==> config.mk <==
export PLATFORM = sky130hd
export DESIGN_NAME = hb_gate_seq
export DESIGN_NICKNAME = d
export VERILOG_FILES = /design/src/rtl/hbg_pkg.sv /design/src/rtl/hbg_skip_ctl.sv /design/src/rtl/hbg_softstart.sv /design/src/rtl/hbg_phase_gen.sv /design/src/rtl/hbg_gate_out.sv /design/src/rtl/hb_gate_seq.sv
export SDC_FILE = /design/constraint.sdc
export NUM_CORES = 1
export LEC_CHECK = 0
export ABC_AREA = 1
export BUFFER_PORTS_ARGS = -buffer_cell sky130_fd_sc_hd__buf_2
export CAP_MARGIN = 10
export CORE_ASPECT_RATIO = 0.8
export CORE_MARGIN = 10
export CORE_UTILIZATION = 53
export CTS_BUF_LIST = sky130_fd_sc_hd__clkbuf_8 sky130_fd_sc_hd__clkbuf_16
export DETAILED_ROUTE_END_ITERATION = 8
export HOLD_SLACK_MARGIN = 0.15
export PLACE_DENSITY_LB_ADDON = 0.25
export SYNTH_ARGS = -nofsm -noshare
export SYNTH_HDL_FRONTEND = slang
export SYNTH_SLANG_ARGS = --single-unit
==> constraint.sdc <==
create_clock -name clk -period 4.28 [get_ports clk]
set_input_delay 0.428 -clock clk [delete_from_list [all_inputs] [get_ports clk]]
set_output_delay 0.428 -clock clk [all_outputs]
set_load 0.005 [all_outputs]
==> src/rtl/hbg_pkg.sv <==
package hbg_pkg;

  // Effective quarter: command shortened by the soft-start offset, floored.
  function automatic int unsigned clamp_quarter(int unsigned cmd,
                                                int unsigned off,
                                                int unsigned minq);
    if (cmd < off + minq) return minq;
    return cmd - off;
  endfunction

  // Position inside the current half from quarter parity and quarter count.
  function automatic int unsigned half_pos(logic        odd_quarter,
                                           int unsigned q,
                                           int unsigned c);
    return odd_quarter ? q + c : c;
  endfunction

  typedef enum logic {HALF_LOW = 1'b0, HALF_HIGH = 1'b1} half_e;

endpackage

==> src/rtl/hbg_skip_ctl.sv <==
module hbg_skip_ctl (
  input  logic clk,
  input  logic rst_n,
  input  logic dis_i,
  input  logic en_i,
  output logic want_o
);
  always_ff @(posedge clk) begin
    if (!rst_n)     want_o <= 1'b0;
    else if (dis_i) want_o <= 1'b0;
    else if (en_i)  want_o <= 1'b1;
  end

  AST_WANT_FALL_ON_DIS: assert property (@(posedge clk) disable iff (!rst_n)
    $fell(want_o) |-> $past(dis_i));
  AST_WANT_RISE_ON_EN: assert property (@(posedge clk) disable iff (!rst_n)
    $rose(want_o) |-> ($past(en_i) && !$past(dis_i)));
endmodule

==> src/rtl/hbg_softstart.sv <==
module hbg_softstart #(
  parameter int CNT_W       = 16,
  parameter int SS_INIT     = 36,
  parameter int SS_STEP_CYC = 4167,
  parameter int MIN_QUARTER = 42
) (
  input  logic             clk,
  input  logic             rst_n,
  input  logic             shdn_i,
  input  logic             run_i,
  input  logic [CNT_W-1:0] cmd_i,
  output logic [CNT_W-1:0] q_eff_o
);
  import hbg_pkg::*;

  localparam int OFF_W  = $clog2(SS_INIT + 1);
  localparam int STEP_W = $clog2(SS_STEP_CYC);
  localparam logic [STEP_W-1:0] STEP_LAST = STEP_W'(SS_STEP_CYC - 1);
  localparam logic [OFF_W-1:0]  OFF_INIT  = OFF_W'(SS_INIT);

  logic [OFF_W-1:0]  off_q;
  logic [STEP_W-1:0] div_q;
  logic              step_now;

  assign step_now = run_i && (off_q != '0) && (div_q == STEP_LAST);

  always_ff @(posedge clk) begin
    if (!rst_n || shdn_i) begin
      off_q <= OFF_INIT;
      div_q <= '0;
    end else if (run_i && off_q != '0) begin
      if (step_now) begin
        div_q <= '0;
        off_q <= off_q - 1'b1;
      end else begin
        div_q <= div_q + 1'b1;
      end
    end
  end

  assign q_eff_o = CNT_W'(clamp_quarter(32'(cmd_i), 32'(off_q), MIN_QUARTER));

  AST_OFFSET_NO_RISE: assert property (@(posedge clk) disable iff (!rst_n)
    (off_q > $past(off_q)) |-> $past(shdn_i));
  AST_OFFSET_STEP_ONE: assert property (@(posedge clk) disable iff (!rst_n)
    (!shdn_i && off_q != '0 && !run_i) |=> $stable(off_q));
endmodule

==> src/rtl/hbg_phase_gen.sv <==
module hbg_phase_gen #(
  parameter int CNT_W       = 16,
  parameter int MIN_QUARTER = 42
) (
  input  logic             clk,
  input  logic             rst_n,
  input  logic             shdn_i,
  input  logic             want_i,
  input  logic [CNT_W-1:0] q_eff_i,
  output logic             run_o,
  output logic [1:0]       qidx_o,
  output logic [CNT_W-1:0] qcnt_o,
  output logic [CNT_W-1:0] q_cur_o,
  output logic             half_end_o
);
  localparam logic [CNT_W-1:0] QMIN_L = CNT_W'(MIN_QUARTER);

  logic quarter_end, period_end;

  assign quarter_end = run_o && (qcnt_o == q_cur_o - 1'b1);
  assign half_end_o  = quarter_end && qidx_o[0];
  assign period_end  = quarter_end && (qidx_o == 2'd3);

  always_ff @(posedge clk) begin
    if (!rst_n) begin
      run_o   <= 1'b0;
      qidx_o  <= '0;
      qcnt_o  <= '0;
      q_cur_o <= QMIN_L;
    end else if (shdn_i) begin
      run_o  <= 1'b0;
      qidx_o <= '0;
      qcnt_o <= '0;
    end else if (!run_o) begin
      qidx_o <= '0;
      qcnt_o <= '0;
      if (want_i) begin
        run_o   <= 1'b1;
        q_cur_o <= q_eff_i;
      end
    end else if (quarter_end) begin
      qcnt_o <= '0;
      if (half_end_o && !want_i) begin
        run_o  <= 1'b0;
        qidx_o <= '0;
      end else begin
        qidx_o <= qidx_o + 2'd1;
        if (period_end) q_cur_o <= q_eff_i;
      end
    end else begin
      qcnt_o <= qcnt_o + 1'b1;
    end
  end

  AST_QUARTER_FLOOR: assert property (@(posedge clk) disable iff (!rst_n)
    run_o |-> (q_cur_o >= QMIN_L));
  AST_START_LOW_HALF: assert property (@(posedge clk) disable iff (!rst_n)
    $rose(run_o) |-> (qidx_o == 2'd0 && qcnt_o == '0));
  AST_STOP_AT_HALF_END: assert property (@(posedge clk) disable iff (!rst_n)
    $fell(run_o) |-> ($past(shdn_i) || $past(half_end_o)));
  AST_CMD_HELD_IN_PERIOD: assert property (@(posedge clk) disable iff (!rst_n)
    (run_o && $past(run_o) && !$past(period_end)) |-> $stable(q_cur_o));
endmodule

==> src/rtl/hbg_gate_out.sv <==
module hbg_gate_out #(
  parameter int CNT_W    = 16,
  parameter int DEAD_CYC = 18
) (
  input  logic             clk,
  input  logic             rst_n,
  input  logic             shdn_i,
  input  logic             run_i,
  input  logic [1:0]       qidx_i,
  input  logic [CNT_W-1:0] qcnt_i,
  input  logic [CNT_W-1:0] q_cur_i,
  output logic             ho_o,
  output logic             lo_o
);
  import hbg_pkg::*;

  localparam int HW = CNT_W + 1;
  localparam logic [HW-1:0] DEAD_L = HW'(DEAD_CYC);

  logic [HW-1:0] hpos;
  logic          past_dead;
  half_e         half;

  assign hpos      = HW'(half_pos(qidx_i[0], 32'(q_cur_i), 32'(qcnt_i)));
  assign past_dead = run_i && (hpos >= DEAD_L);
  assign half      = half_e'(qidx_i[1]);

  always_ff @(posedge clk) begin
    if (!rst_n) begin
      ho_o <= 1'b0;
      lo_o <= 1'b0;
    end else begin
      lo_o <= past_dead && (half == HALF_LOW)  && !shdn_i;
      ho_o <= past_dead && (half == HALF_HIGH) && !shdn_i;
    end
  end

  AST_NO_OVERLAP: assert property (@(posedge clk) disable iff (!rst_n)
    !(ho_o && lo_o));
  AST_GAP_BEFORE_HIGH: assert property (@(posedge clk) disable iff (!rst_n)
    $rose(ho_o) |-> (!$past(lo_o) && !$past(lo_o, 2)));
  AST_GAP_BEFORE_LOW: assert property (@(posedge clk) disable iff (!rst_n)
    $rose(lo_o) |-> (!$past(ho_o) && !$past(ho_o, 2)));
  AST_SHDN_CLEARS: assert property (@(posedge clk) disable iff (!rst_n)
    shdn_i |=> (!ho_o && !lo_o));
endmodule

==> src/rtl/hb_gate_seq.sv <==
module hb_gate_seq #(
  parameter int CNT_W       = 16,
  parameter int DEAD_CYC    = 18,
  parameter int MIN_QUARTER = 42,
  parameter int SS_INIT     = 36,
  parameter int SS_STEP_CYC = 4167
) (
  input  logic             clk,
  input  logic             rst_n,
  input  logic [CNT_W-1:0] period_i,
  input  logic             skip_dis_i,
  input  logic             skip_en_i,
  input  logic             shdn_i,
  output logic             ho_o,
  output logic             lo_o,
  output logic             run_o
);
  logic             want_run;
  logic [CNT_W-1:0] q_eff;
  logic [1:0]       qidx;
  logic [CNT_W-1:0] qcnt;
  logic [CNT_W-1:0] q_cur;
  logic             half_end;

  hbg_skip_ctl u_skip (
    .clk    (clk),
    .rst_n  (rst_n),
    .dis_i  (skip_dis_i),
    .en_i   (skip_en_i),
    .want_o (want_run)
  );

  hbg_softstart #(
    .CNT_W(CNT_W), .SS_INIT(SS_INIT),
    .SS_STEP_CYC(SS_STEP_CYC), .MIN_QUARTER(MIN_QUARTER)
  ) u_ss (
    .clk     (clk),
    .rst_n   (rst_n),
    .shdn_i  (shdn_i),
    .run_i   (run_o),
    .cmd_i   (period_i),
    .q_eff_o (q_eff)
  );

  hbg_phase_gen #(.CNT_W(CNT_W), .MIN_QUARTER(MIN_QUARTER)) u_phase (
    .clk        (clk),
    .rst_n      (rst_n),
    .shdn_i     (shdn_i),
    .want_i     (want_run),
    .q_eff_i    (q_eff),
    .run_o      (run_o),
    .qidx_o     (qidx),
    .qcnt_o     (qcnt),
    .q_cur_o    (q_cur),
    .half_end_o (half_end)
  );

  hbg_gate_out #(.CNT_W(CNT_W), .DEAD_CYC(DEAD_CYC)) u_gate (
    .clk     (clk),
    .rst_n   (rst_n),
    .shdn_i  (shdn_i),
    .run_i   (run_o),
    .qidx_i  (qidx),
    .qcnt_i  (qcnt),
    .q_cur_i (q_cur),
    .ho_o    (ho_o),
    .lo_o    (lo_o)
  );

  AST_STOPPED_STAYS_LOW: assert property (@(posedge clk) disable iff (!rst_n)
    (!run_o && !$past(run_o)) |-> (!ho_o && !lo_o));
  AST_SKIP_STOP_WAITS: assert property (@(posedge clk) disable iff (!rst_n)
    (run_o && !want_run && !half_end && !shdn_i) |=> run_o);
endmodule

==> impl_metrics.json <==
{
  "io_buffer_count": 23,
  "worst_setup_path_start_kind": "flip-flop",
  "peakVddDrop_mv": 0.298,
  "clock_latency_ns": 0.33,
  "r2r_slack_ns": 1.21,
  "total_leakage_power_nw": 2.57,
  "antenna_found_initial": 0,
  "cts_sinks": 57,
  "worstHoldPathCells": 2,
  "clk_pin_slew_worst_paths_ns": 0.05,
  "die_h_um": 107,
  "arrival_ns": 3.30,
  "final_antenna_net_count": 0,
  "cts-root-buf": "clkbuf_16",
  "clock_path_buffers": 2,
  "cts_tree": "built",
  "core-area_mm2": 0.00915,
  "postCtsHoldBufs": 0,
  "status": "complete, no violations",
  "yosys_warnings": 0,
  "yosysUniqueCellTypes": 48,
  "die_w_um": 129,
  "grt.overflow.total": 0,
  "synthCells": 797,
  "syn_to_final_growth_pct": 10.1,
  "seq_area_frac_synth_pct": 22.7,
  "cts_buffers": 9,
  "fin_crit_sh_pct": 71.7,
  "drt_first_pass_iters": 7,
  "grt_setup_unrepaired": "no",
  "rr_endpoint": "u_phase.q_cur_o[9]",
  "setup_viol": 0,
  "initial_core_util_pct": 54.9,
  "first_global_vias": 4883,
  "power_density_mw_per_mm2": 272,
  "netlist_area_mm2": 0.00502,
  "grt_pass1_wl_mm": 22.4,
  "worst_pin_slew_ns": 0.644,
  "worstHoldStart": "skip_dis_i",
  "first_iter_violations": 521,
  "required_ns": 4.51,
  "io_pins": 24,
  "yosysTopAreaCellShare_pct": 22.7,
  "nets": 881,
  "postCtsSetupRepairBufs": 0,
  "synth_nets": 858,
  "drive_gt1_share_pct": 9.71,
  "worstSetupPathType": "reg -> reg",
  "rows": 31,
  "preCtsSetupSlack_ns": 1.29,
  "endpoint_kind": "flip-flop",
  "worst_slack_ns": 1.21,
  "finalPower_mw": 1.51,
  "cts_resized": 0,
  "drv_slew": 0,
  "antenna_cells": 0,
  "fin_skew_ns": 0.00924,
  "post_drt_wl_per_cell_um": 13.8,
  "cp_slowest_stage_delay_ns": 0.55,
  "viasPerCell": 5.56,
  "cpMaxStageDelayCell": "nand4_1",
  "hold_viol_final": 0,
  "r2r_cells": 14,
  "vias": 5220,
  "synth_seq_cells": 57,
  "drv_cap": 0,
  "cp_cell_sequence": "inv_1 > ha_1 > inv_1 > ha_1 > nand2_1 > o21ai_0 > a21oi_1 > nor2_1 > o21ai_0 > nand4_1 > nand3_1 > nand3_1 > nand2_1 > nor2_1",
  "ys_top_cells_by_area": "dfxtp_1 23%, nand2_1 14%, ha_1 9.2%, nor2_1 8.3%, nand3_1 7.6%",
  "max_freq_ghz": 0.326,
  "min_period_ns": 3.07,
  "hold_end": "u_skip.want_o",
  "drc": 0,
  "relSlewSlack_pct": 56.9,
  "crit_fanout": 16,
  "routed_wl_mm": 13.0,
  "place_congestion": 0.972,
  "grtUsageTotal_pct": 19.4,
  "r2r_start": "u_ss.off_q[1]",
  "cts_max_level": 3,
  "grt_max_degree": 21,
  "synth_area_per_cell_um2": 6.30,
  "synth_area_leader_cell": "dfxtp_1",
  "worstHoldPathType": "in -> reg",
  "hpwl_mm": 10.2,
  "dieArea_mm2": 0.0138,
  "tns_ns": 0
}
## flip-flops by register name, summed over array words and instances (netlist names), 2 cells and up
name	flops
u_phase.q_cur_o	16
u_phase.qcnt_o	16
u_phase.qidx_o	2
u_ss.div_q	13
u_ss.off_q	6
## synthesized netlist by cell type (all sizes together)
master,number
a211oi,1
a21boi,2
a21o,4
a21oi,38
a31o,2
a31oi,2
and3,1
buf,10
clkbuf,3
clkinv,2
dfxtp,57
fa,3
ha,37
inv,94
mux2i,1
nand2,198
nand3,78
nand3b,15
nand4,13
nor2,130
nor3,21
nor3b,6
nor4,7
nor4b,1
o21a,1
o21ai,29
o21bai,4
o221a,1
o22ai,1
o31ai,3
o41ai,1
or2,4
xnor2,7
xor2,20
## per-stage QoR
stage               cells  instance area [µm²]  hold slack, ns  utilization (%)
finish                939                 5530           0.267             60.4
global route          939                 5530           0.262             60.4
CTS                   939                 5530           0.262             60.4
detailed placement    924                 5210           0.486             57.0
global placement      924                 5210           0.477             57.0
floorplan             797                 5020           0.449                -
## per-layer routing
layer | vias to the layer above | GRT usage (%) | part of all wire [%]
li1 | 2653 | - | -
met1 | 2345 | 26.3 | 48
met2 | 192 | 30.3 | 43
met3 | 30 | 4.43 | 7.9
met4 | 0 | 5.35 | 1.6
met5 | - | 0 | 0
## layout by cell type, fill, tap and decap left out, drive strengths merged, types with 4 or more instances in the layout
cell    count
inv        94
nor2      130
o21ai      29
xnor2       7
buf        25
o21bai      4
nand2     198
xor2       20
clkbuf     10
dfxtp      57
nand3b     15
a21oi      38
nor3b       6
or2         4
nand4      13
nand3      78
a21o        4
nor3       21
ha         37
nor4        7
## critical path, delay by kind of cell (launching register included)
| family | cells | cell delay, ns |
|---|---|---|
| and+or+nand+nor | 7 | 1.23 |
| adders and majority gates | 2 | 0.59 |
| DFF | 1 | 0.46 |
| AOI/OAI and AO/OA | 3 | 0.45 |
| buffers and inverters | 2 | 0.24 |
## area by class of cell
cell class	instances	area, µm²
Clock buffer	10	239
Clock inverter	5	80.1
Fill cell	879	3620
Inverter	96	362
Multi-Input combinational cell	631	3440
Sequential cell	57	1140
Tap cell	115	144
Timing Repair Buffer	25	130
## how the worst max path moves through the flow
stage / startpoint / endpoint / slack, ns
after floorplan: u_phase.qcnt_o[0] / u_gate.ho_o / 1.89
after detailed placement: u_ss.off_q[1] / u_phase.q_cur_o[9] / 1.29
after CTS: u_ss.off_q[1] / u_phase.q_cur_o[9] / 1.25
final: u_ss.off_q[1] / u_phase.q_cur_o[9] / 1.21
after global routing: u_ss.off_q[1] / u_phase.q_cur_o[13] / 0.92
after global placement: u_ss.off_q[1] / u_phase.q_cur_o[9] / 1.38
## cells by family after synthesis
group                      after synthesis  share of synthesized area (%)
adders and majority gates               40                           10.4
and+or+nand+nor                        474                           43.0
DFF                                     57                           22.7
AOI/OAI and AO/OA                       89                           10.1
xor gates and xnor gates                27                           4.71
muxes                                    1                          0.199
buffers and inverters                  109                           8.89
## report_power, final
part	leakage (nW)	switching [mW]	total, mW	internal, mW
Sequential	0.461	0.0189	0.559	0.540
Clock	0.151	0.255	0.775	0.520
Combinational	1.96	0.109	0.172	0.0636
Note: power is estimated with default switching activity, not from simulation.
